[config.mk]
export PLATFORM = sky130hd
export DESIGN_NAME = gpio_twowire_pins
export DESIGN_NICKNAME = d
export VERILOG_FILES = /design/src/rtl/gpio_twowire_pkg.sv /design/src/rtl/gpio_twowire_regs.sv /design/src/rtl/gpio_twowire_drive.sv /design/src/rtl/gpio_twowire_readback.sv /design/src/rtl/gpio_twowire_pins.sv
export SDC_FILE = /design/constraint.sdc
export NUM_CORES = 1
export LEC_CHECK = 0
export BUFFER_PORTS_ARGS = -buffer_cell sky130_fd_sc_hd__clkbuf_2
export CORE_UTILIZATION = 35
export DETAILED_ROUTE_END_ITERATION = 8
export GPL_ROUTABILITY_DRIVEN = 0
export SYNTH_ARGS = -nofsm -noshare
export SYNTH_HDL_FRONTEND = slang
export SYNTH_HIERARCHICAL = 1
export SYNTH_SLANG_ARGS = --single-unit
export TNS_END_PERCENT = 100
[constraint.sdc]
create_clock -name clk -period 1.3 [get_ports clk]
set_input_delay 0.26 -clock clk [delete_from_list [all_inputs] [get_ports clk]]
set_output_delay 0.26 -clock clk [all_outputs]
set_load 0.01 [all_outputs]
[src/rtl/gpio_twowire_pkg.sv]
package gpio_twowire_pkg;
   localparam int unsigned REG_W      = 8;
   localparam int unsigned SDA_IDX    = 0;
   localparam int unsigned SCL_IDX    = 1;
   localparam int unsigned BUS_PINS   = 2;

   typedef enum logic {
      SEL_VALUE = 1'b0,
      SEL_DIR   = 1'b1
   } reg_sel_e;
endpackage

[src/rtl/gpio_twowire_regs.sv]
module gpio_twowire_regs
   import gpio_twowire_pkg::*;
#(
   parameter int unsigned W         = 8,
   parameter logic [W-1:0] VAL_RST  = '0,
   parameter logic [W-1:0] DIR_RST  = 8'h03
) (
   input  logic         clk,
   input  logic         rst_n,
   input  logic         wr_en,
   input  logic         wr_sel,
   input  logic [W-1:0] wr_data,
   output logic [W-1:0] val_q,
   output logic [W-1:0] dir_q
);
   generate
      if (W < 8) begin : g_bad_width
         $error("gpio_twowire_regs: W must be at least 8");
      end
   endgenerate

   logic wr_val, wr_dir;
   assign wr_val = wr_en && (reg_sel_e'(wr_sel) == SEL_VALUE);
   assign wr_dir = wr_en && (reg_sel_e'(wr_sel) == SEL_DIR);

   always_ff @(posedge clk or negedge rst_n) begin
      if (!rst_n) begin
         val_q <= VAL_RST;
         dir_q <= DIR_RST;
      end else begin
         if (wr_val) val_q <= wr_data;
         if (wr_dir) dir_q <= wr_data;
      end
   end
endmodule

[src/rtl/gpio_twowire_drive.sv]
module gpio_twowire_drive #(
   parameter int unsigned W    = 8,
   parameter int unsigned PINS = 2
) (
   input  logic [W-1:0]    val_q,
   input  logic [W-1:0]    dir_q,
   output logic [PINS-1:0] pull_low
);
   generate
      if (PINS > W) begin : g_bad_pins
         $error("gpio_twowire_drive: PINS exceeds register width");
      end
      for (genvar p = 0; p < PINS; p++) begin : g_pin
         // Output mode and a low value: sink the line; otherwise float.
         assign pull_low[p] = !dir_q[p] && !val_q[p];
      end
   endgenerate
endmodule

[src/rtl/gpio_twowire_readback.sv]
module gpio_twowire_readback #(
   parameter int unsigned W          = 8,
   parameter int unsigned VIS_BITS   = 5,
   parameter int unsigned PINS       = 2,
   parameter int unsigned GATE_BASE  = 6
) (
   input  logic [W-1:0]    val_q,
   input  logic [W-1:0]    dir_q,
   input  logic [PINS-1:0] live,
   input  logic            rd_sel,
   output logic [W-1:0]    rd_data
);
   localparam logic [W-1:0] VIS_MASK = W'((1 << VIS_BITS) - 1);

   generate
      if (GATE_BASE + PINS > W) begin : g_bad_gate
         $error("gpio_twowire_readback: gate bits exceed register width");
      end
      if (VIS_BITS < PINS || VIS_BITS > W) begin : g_bad_vis
         $error("gpio_twowire_readback: VIS_BITS out of range");
      end
   endgenerate

   logic [W-1:0]    base;
   logic [PINS-1:0] sense_on;
   logic [W-1:0]    mixed;

   assign base = val_q & ~dir_q & VIS_MASK;

   generate
      for (genvar p = 0; p < PINS; p++) begin : g_sense
         assign sense_on[p] = dir_q[p] && !dir_q[GATE_BASE + p];
      end
   endgenerate

   always_comb begin
      mixed = base;
      for (int p = 0; p < PINS; p++) begin
         if (sense_on[p]) mixed[p] = live[p];
      end
      rd_data = rd_sel ? dir_q : mixed;
   end
endmodule

[src/rtl/gpio_twowire_pins.sv]
module gpio_twowire_pins
   import gpio_twowire_pkg::*;
#(
   parameter int unsigned W         = REG_W,
   parameter logic [W-1:0] VAL_RST  = '0,
   parameter logic [W-1:0] DIR_RST  = 8'h03,
   parameter int unsigned VIS_BITS  = 5,
   parameter int unsigned GATE_BASE = 6
) (
   input  logic         clk,
   input  logic         rst_n,
   input  logic         wr_en,
   input  logic         wr_sel,
   input  logic [W-1:0] wr_data,
   input  logic         rd_sel,
   output logic [W-1:0] rd_data,
   input  logic         sda_in,
   input  logic         scl_in,
   output logic         sda_pull_low,
   output logic         scl_pull_low
);
   logic [W-1:0]        val_q, dir_q;
   logic [BUS_PINS-1:0] pull_low;
   logic [BUS_PINS-1:0] live;

   assign live[SDA_IDX] = sda_in;
   assign live[SCL_IDX] = scl_in;

   gpio_twowire_regs #(.W(W), .VAL_RST(VAL_RST), .DIR_RST(DIR_RST)) u_regs (
      .clk(clk), .rst_n(rst_n), .wr_en(wr_en), .wr_sel(wr_sel),
      .wr_data(wr_data), .val_q(val_q), .dir_q(dir_q)
   );

   gpio_twowire_drive #(.W(W), .PINS(BUS_PINS)) u_drive (
      .val_q(val_q), .dir_q(dir_q), .pull_low(pull_low)
   );

   gpio_twowire_readback #(.W(W), .VIS_BITS(VIS_BITS), .PINS(BUS_PINS),
                           .GATE_BASE(GATE_BASE)) u_rb (
      .val_q(val_q), .dir_q(dir_q), .live(live), .rd_sel(rd_sel), .rd_data(rd_data)
   );

   assign sda_pull_low = pull_low[SDA_IDX];
   assign scl_pull_low = pull_low[SCL_IDX];
endmodule

Word level (Yosys, flattened, before mapping) --
Index checks and enable logic that the tools add are counted. W data, S select, Z words.
Storage, ports and cells: bits in registers 13, bits of input ports 15, output and inout bits 10, word-level logic and storage cells 20
Operators by class: mux-type cells 3, bitwise gates (word level) 3, reduce and logical (&&, ||, !) cells 12
Operator list (count):
- $mux W8 | 1
- $logic_and A1 B1 Y1 | 6
- $logic_not A1 Y1 | 6
- $and A5 B5 Y5 | 1
- $not A5 Y5 | 1
- $mux W1 | 2
- $not A1 Y1 | 1

Longest topological paths before layout --
word-level depth 4, gate-level depth with buffers 3

Cells and area by module --
The synthesis kept the hierarchy.
Modules (own cells, without submodules):
- gpio_twowire_regs | times used 1, cells an instance 35, area an instance 644.4 µm², sequential area each 402.9 µm²
- gpio_twowire_readback | times used 1, cells an instance 21, area an instance 145.1 µm², sequential area each 0.0 µm²
- gpio_twowire_drive | times used 1, cells an instance 2, area an instance 7.5 µm², sequential area each 0.0 µm²

Least setup slack after synthesis --
No wires, ideal clock.
path type register to output, from register u_regs.dir_q[1], to output rd_data[1], arrival time 0.767 ns, required time 1.040 ns, slack 0.273 ns, stages on the path, launching flop included 3, cells stage by stage dfstp_2 > nor2b_1 > a2bb2oi_2
On the way: longest elaborated chain between the ends 4, elaborated cells between the ends (all ways) 5, those cells by class mux: 2; bitwise: 2; reduce/logical: 1
Ends and longest elaborated chain:
- start: declaration | RTL line gpio_twowire_regs.sv:14 | output logic [W-1:0] dir_q
- start signal: assignment | RTL line gpio_twowire_regs.sv:32 | if (wr_dir) dir_q <= wr_data;
- $not A5 Y5 | RTL line gpio_twowire_readback.sv:28 | assign base = val_q & ~dir_q & VIS_MASK;
- $and A5 B5 Y5 | RTL line gpio_twowire_readback.sv:28
- $mux W1 | RTL line gpio_twowire_readback.sv:39 | if (sense_on[p]) mixed[p] = live[p];
- $mux W8 * | RTL line gpio_twowire_readback.sv:41 | rd_data = rd_sel ? dir_q : mixed;
- end: declaration | RTL line gpio_twowire_pins.sv:16 | output logic [W-1:0] rd_data,
Mark *: on every way between the ends. The rest lies on a longest branch, timed or not.

Worst setup path after layout --
Same ends and word-level chain as after synthesis.

==> metrics.csv <==
metric;value;unit
hold_path.startpoint;wr_data[5];
dpl_worst_slack;0.07339;ns
p_int;757.1;uW
viasPerCell;4.452;
reg2reg_slack;0.51;ns
antenna-diode-count;0;
overall_via_count_from_detail_route;463;
count_of_final_setup_violators;5;
final_core_util;0.4879;
start_util;0.3837;
max_stage_delay;0.57;ns
io_pins;25;
outcome;finished, violations left;
post-cts-setup-buffers;0;
p_leak;0.4305;nW
fin_total_pwr;1.034;mW
finish.instance_area;860.8;sq um
first_pass_iters;3;
worst_path_max_delay_cell;sky130_fd_sc_hd__dfstp_2;
chain_of_cells_forming_the_critical_path;nor2b_4 -> a2bb2oi_2 -> clkbuf_2;
cts_num_sinks;13;
fillerInstances;185;
crit_arrival;1.15;ns
max_slew.worst_pin.slew;0.3152;ns
synth_warnings;6;
grt_setup_unrepaired;yes;
drv_slew;0;
post_synth.cell_area_avg;13.02;sq um
die_area;2114;sq um
clock-root-buffer;sky130_fd_sc_hd__clkbuf_4;
floorplan.die.height;45.98;um
path_class;reg2out;
hold_path_depth;2;
setup.worst_path.start_class;flop;
fmax;709.9;MHz
clock_power_share;0.235;
comb_power_share;0.266;
rows;15;
path_clk_slew;0.07;ns
number_of_antenna_violations_at_the_first_check_in_global_routing;0;
seq_power_share;0.500;
power-per-cell-area;1201;nW/um^2
vdd_ir_drop_max;0.6877;mV
globalRouteTotalUtil;0.1394;
grt_start_max_net_pins;14;
netlist_area;676.9;sq um
htreeDepth;1;
routed_wire_length_per_instance;11.35;um
grt_first_pass_wirelength;1897;um
timing.setup.tns;-0.3699;ns
final.setup_skew;0;ns
worst_slack;-0.1086;ns
worst_slew_margin_rel;0.7898;
drv.max_cap_violation_count;0;
place_area;809.5;sq um
sw_frac_of_total;0.2677;
period_needed;1.409;ns
detail_route.iter0.violations;3;
globalRoute.totalOverflow;0;
violations;setup timing;
critical_path_required;1.04;ns
mappedNetlistNets;67;
min_path_type;in2reg;
switchingPower;276.7;uW
hold-path-endpoint;u_regs/dir_q[5]$_DFFE_PN0P_;
core;1764;sq um
clock_tree_buf_depth;2;
kind_of_end_point_of_the_critical_path;output pin;
worstSkewPairLatency;0.27;ns
drcViolationCount;0;
layout-area-overhead-vs-synth;27.17;%
numCtsBuffers;3;
tritoncts_clock_tree;yes;
route.antenna.remaining_nets;0;
worstPathMaxFanout;4;
rr_worst_depth;1;
grt_pass1_vias;441;
layout-drive-gt1-share;0.6329;
rr_startpoint;u_regs/val_q[3]$_DFFE_PN0P_;
final_nets;95;
drt_wl_total;1180;um
port_buffers;24;
finalHoldViolCount;0;
reg2reg_to;u_regs/val_q[3]$_DFFE_PN0P_;
syn_inst;52;
dieWidth;45.98;um
layout_worst_path_cycle_share;1.084;
## stage by stage
step                      cells  hold slack (ns)
final                       104           0.2246
after CTS                   104           0.2122
after global placement       99           0.1724
after detailed placement     99           0.1712
after floorplan              52         -0.03559
after global routing        104           0.2039
## registers in the layout, indices dropped and copies added (netlist names)
| signal | cells |
|---|---|
| u_regs/dir_q | 8 |
| u_regs/val_q | 5 |
## final cells by class
class / count / area [sq um] / area share
Timing Repair Buffer: 25 / 130.1 / 0.1512
Tap cell: 25 / 31.28 / 0.03634
Multi-Input combinational cell: 37 / 345.3 / 0.4012
Sequential cell: 13 / 327.8 / 0.3808
Clock buffer: 4 / 26.28 / 0.03052
## cell usage in the layout, fill, tap and decap left out
cell type	n
sky130_fd_sc_hd__nand2b_1	4
sky130_fd_sc_hd__nand2_1	3
sky130_fd_sc_hd__nor2_1	2
sky130_fd_sc_hd__mux2_2	8
sky130_fd_sc_hd__dfrtp_1	11
sky130_fd_sc_hd__nor2b_4	1
sky130_fd_sc_hd__dfstp_2	2
sky130_fd_sc_hd__clkbuf_4	3
sky130_fd_sc_hd__o21ai_0	2
sky130_fd_sc_hd__clkbuf_1	1
sky130_fd_sc_hd__clkbuf_2	22
sky130_fd_sc_hd__buf_2	2
sky130_fd_sc_hd__mux2_4	5
sky130_fd_sc_hd__and2b_2	2
sky130_fd_sc_hd__and2b_1	1
sky130_fd_sc_hd__o21ai_1	1
sky130_fd_sc_hd__nand2_2	1
sky130_fd_sc_hd__nand2b_4	2
sky130_fd_sc_hd__a2bb2oi_2	2
sky130_fd_sc_hd__and2_1	3
sky130_fd_sc_hd__dlygate4sd3_1	1
## metal layers
metal / GRT usage / share of wire / vias to the layer above
met5: 0 / 0 / -
met4: 0.1059 / 0.018 / 0
met3: 0.05952 / 0.049 / 2
met2: 0.2000 / 0.46 / 18
met1: 0.1625 / 0.47 / 211
li1: - / - / 232
## critical path, delay by kind of cell (launching register included)
family | cells | cell delay (ns)
AO/OA/AOI/OAI | 1 | 0.05
buffers and inverters | 1 | 0.12
flip-flops | 1 | 0.57
AND/OR/NAND/NOR | 1 | 0.15
## timing repair
action | CTS | global route
setup endpoints to repair | 5 | 7
pin swaps | 2 | 0
resized for setup | 4 | 2
hold buffers | 1 | 0
endpoints found under the hold margin | 11 | 0
## power groups by stage
stage	clock network, mW	registers (mW)	logic (mW)
after CTS	0.257	0.516	0.280
final	0.243	0.517	0.275
after global routing	0.282	0.527	0.300
after floorplan	0	0.508	0.183
after global placement	0	0.519	0.259
after detailed placement	0	0.521	0.266
## how the worst max path moves through the flow
stage,start,endpoint,slack (ns),cells after the start
floorplan,u_regs/dir_q[1]$_DFFE_PN1P_,rd_data[1],0.27,2
global route,u_regs/dir_q[1]$_DFFE_PN1P_,rd_data[1],-0.17,3
finish,u_regs/dir_q[1]$_DFFE_PN1P_,rd_data[1],-0.11,3
CTS,u_regs/dir_q[1]$_DFFE_PN1P_,rd_data[1],-0.12,3
global placement,rd_sel,rd_data[1],0.1,4
detailed placement,rd_sel,rd_data[1],0.07,4
(Power assumes the default switching activity.)
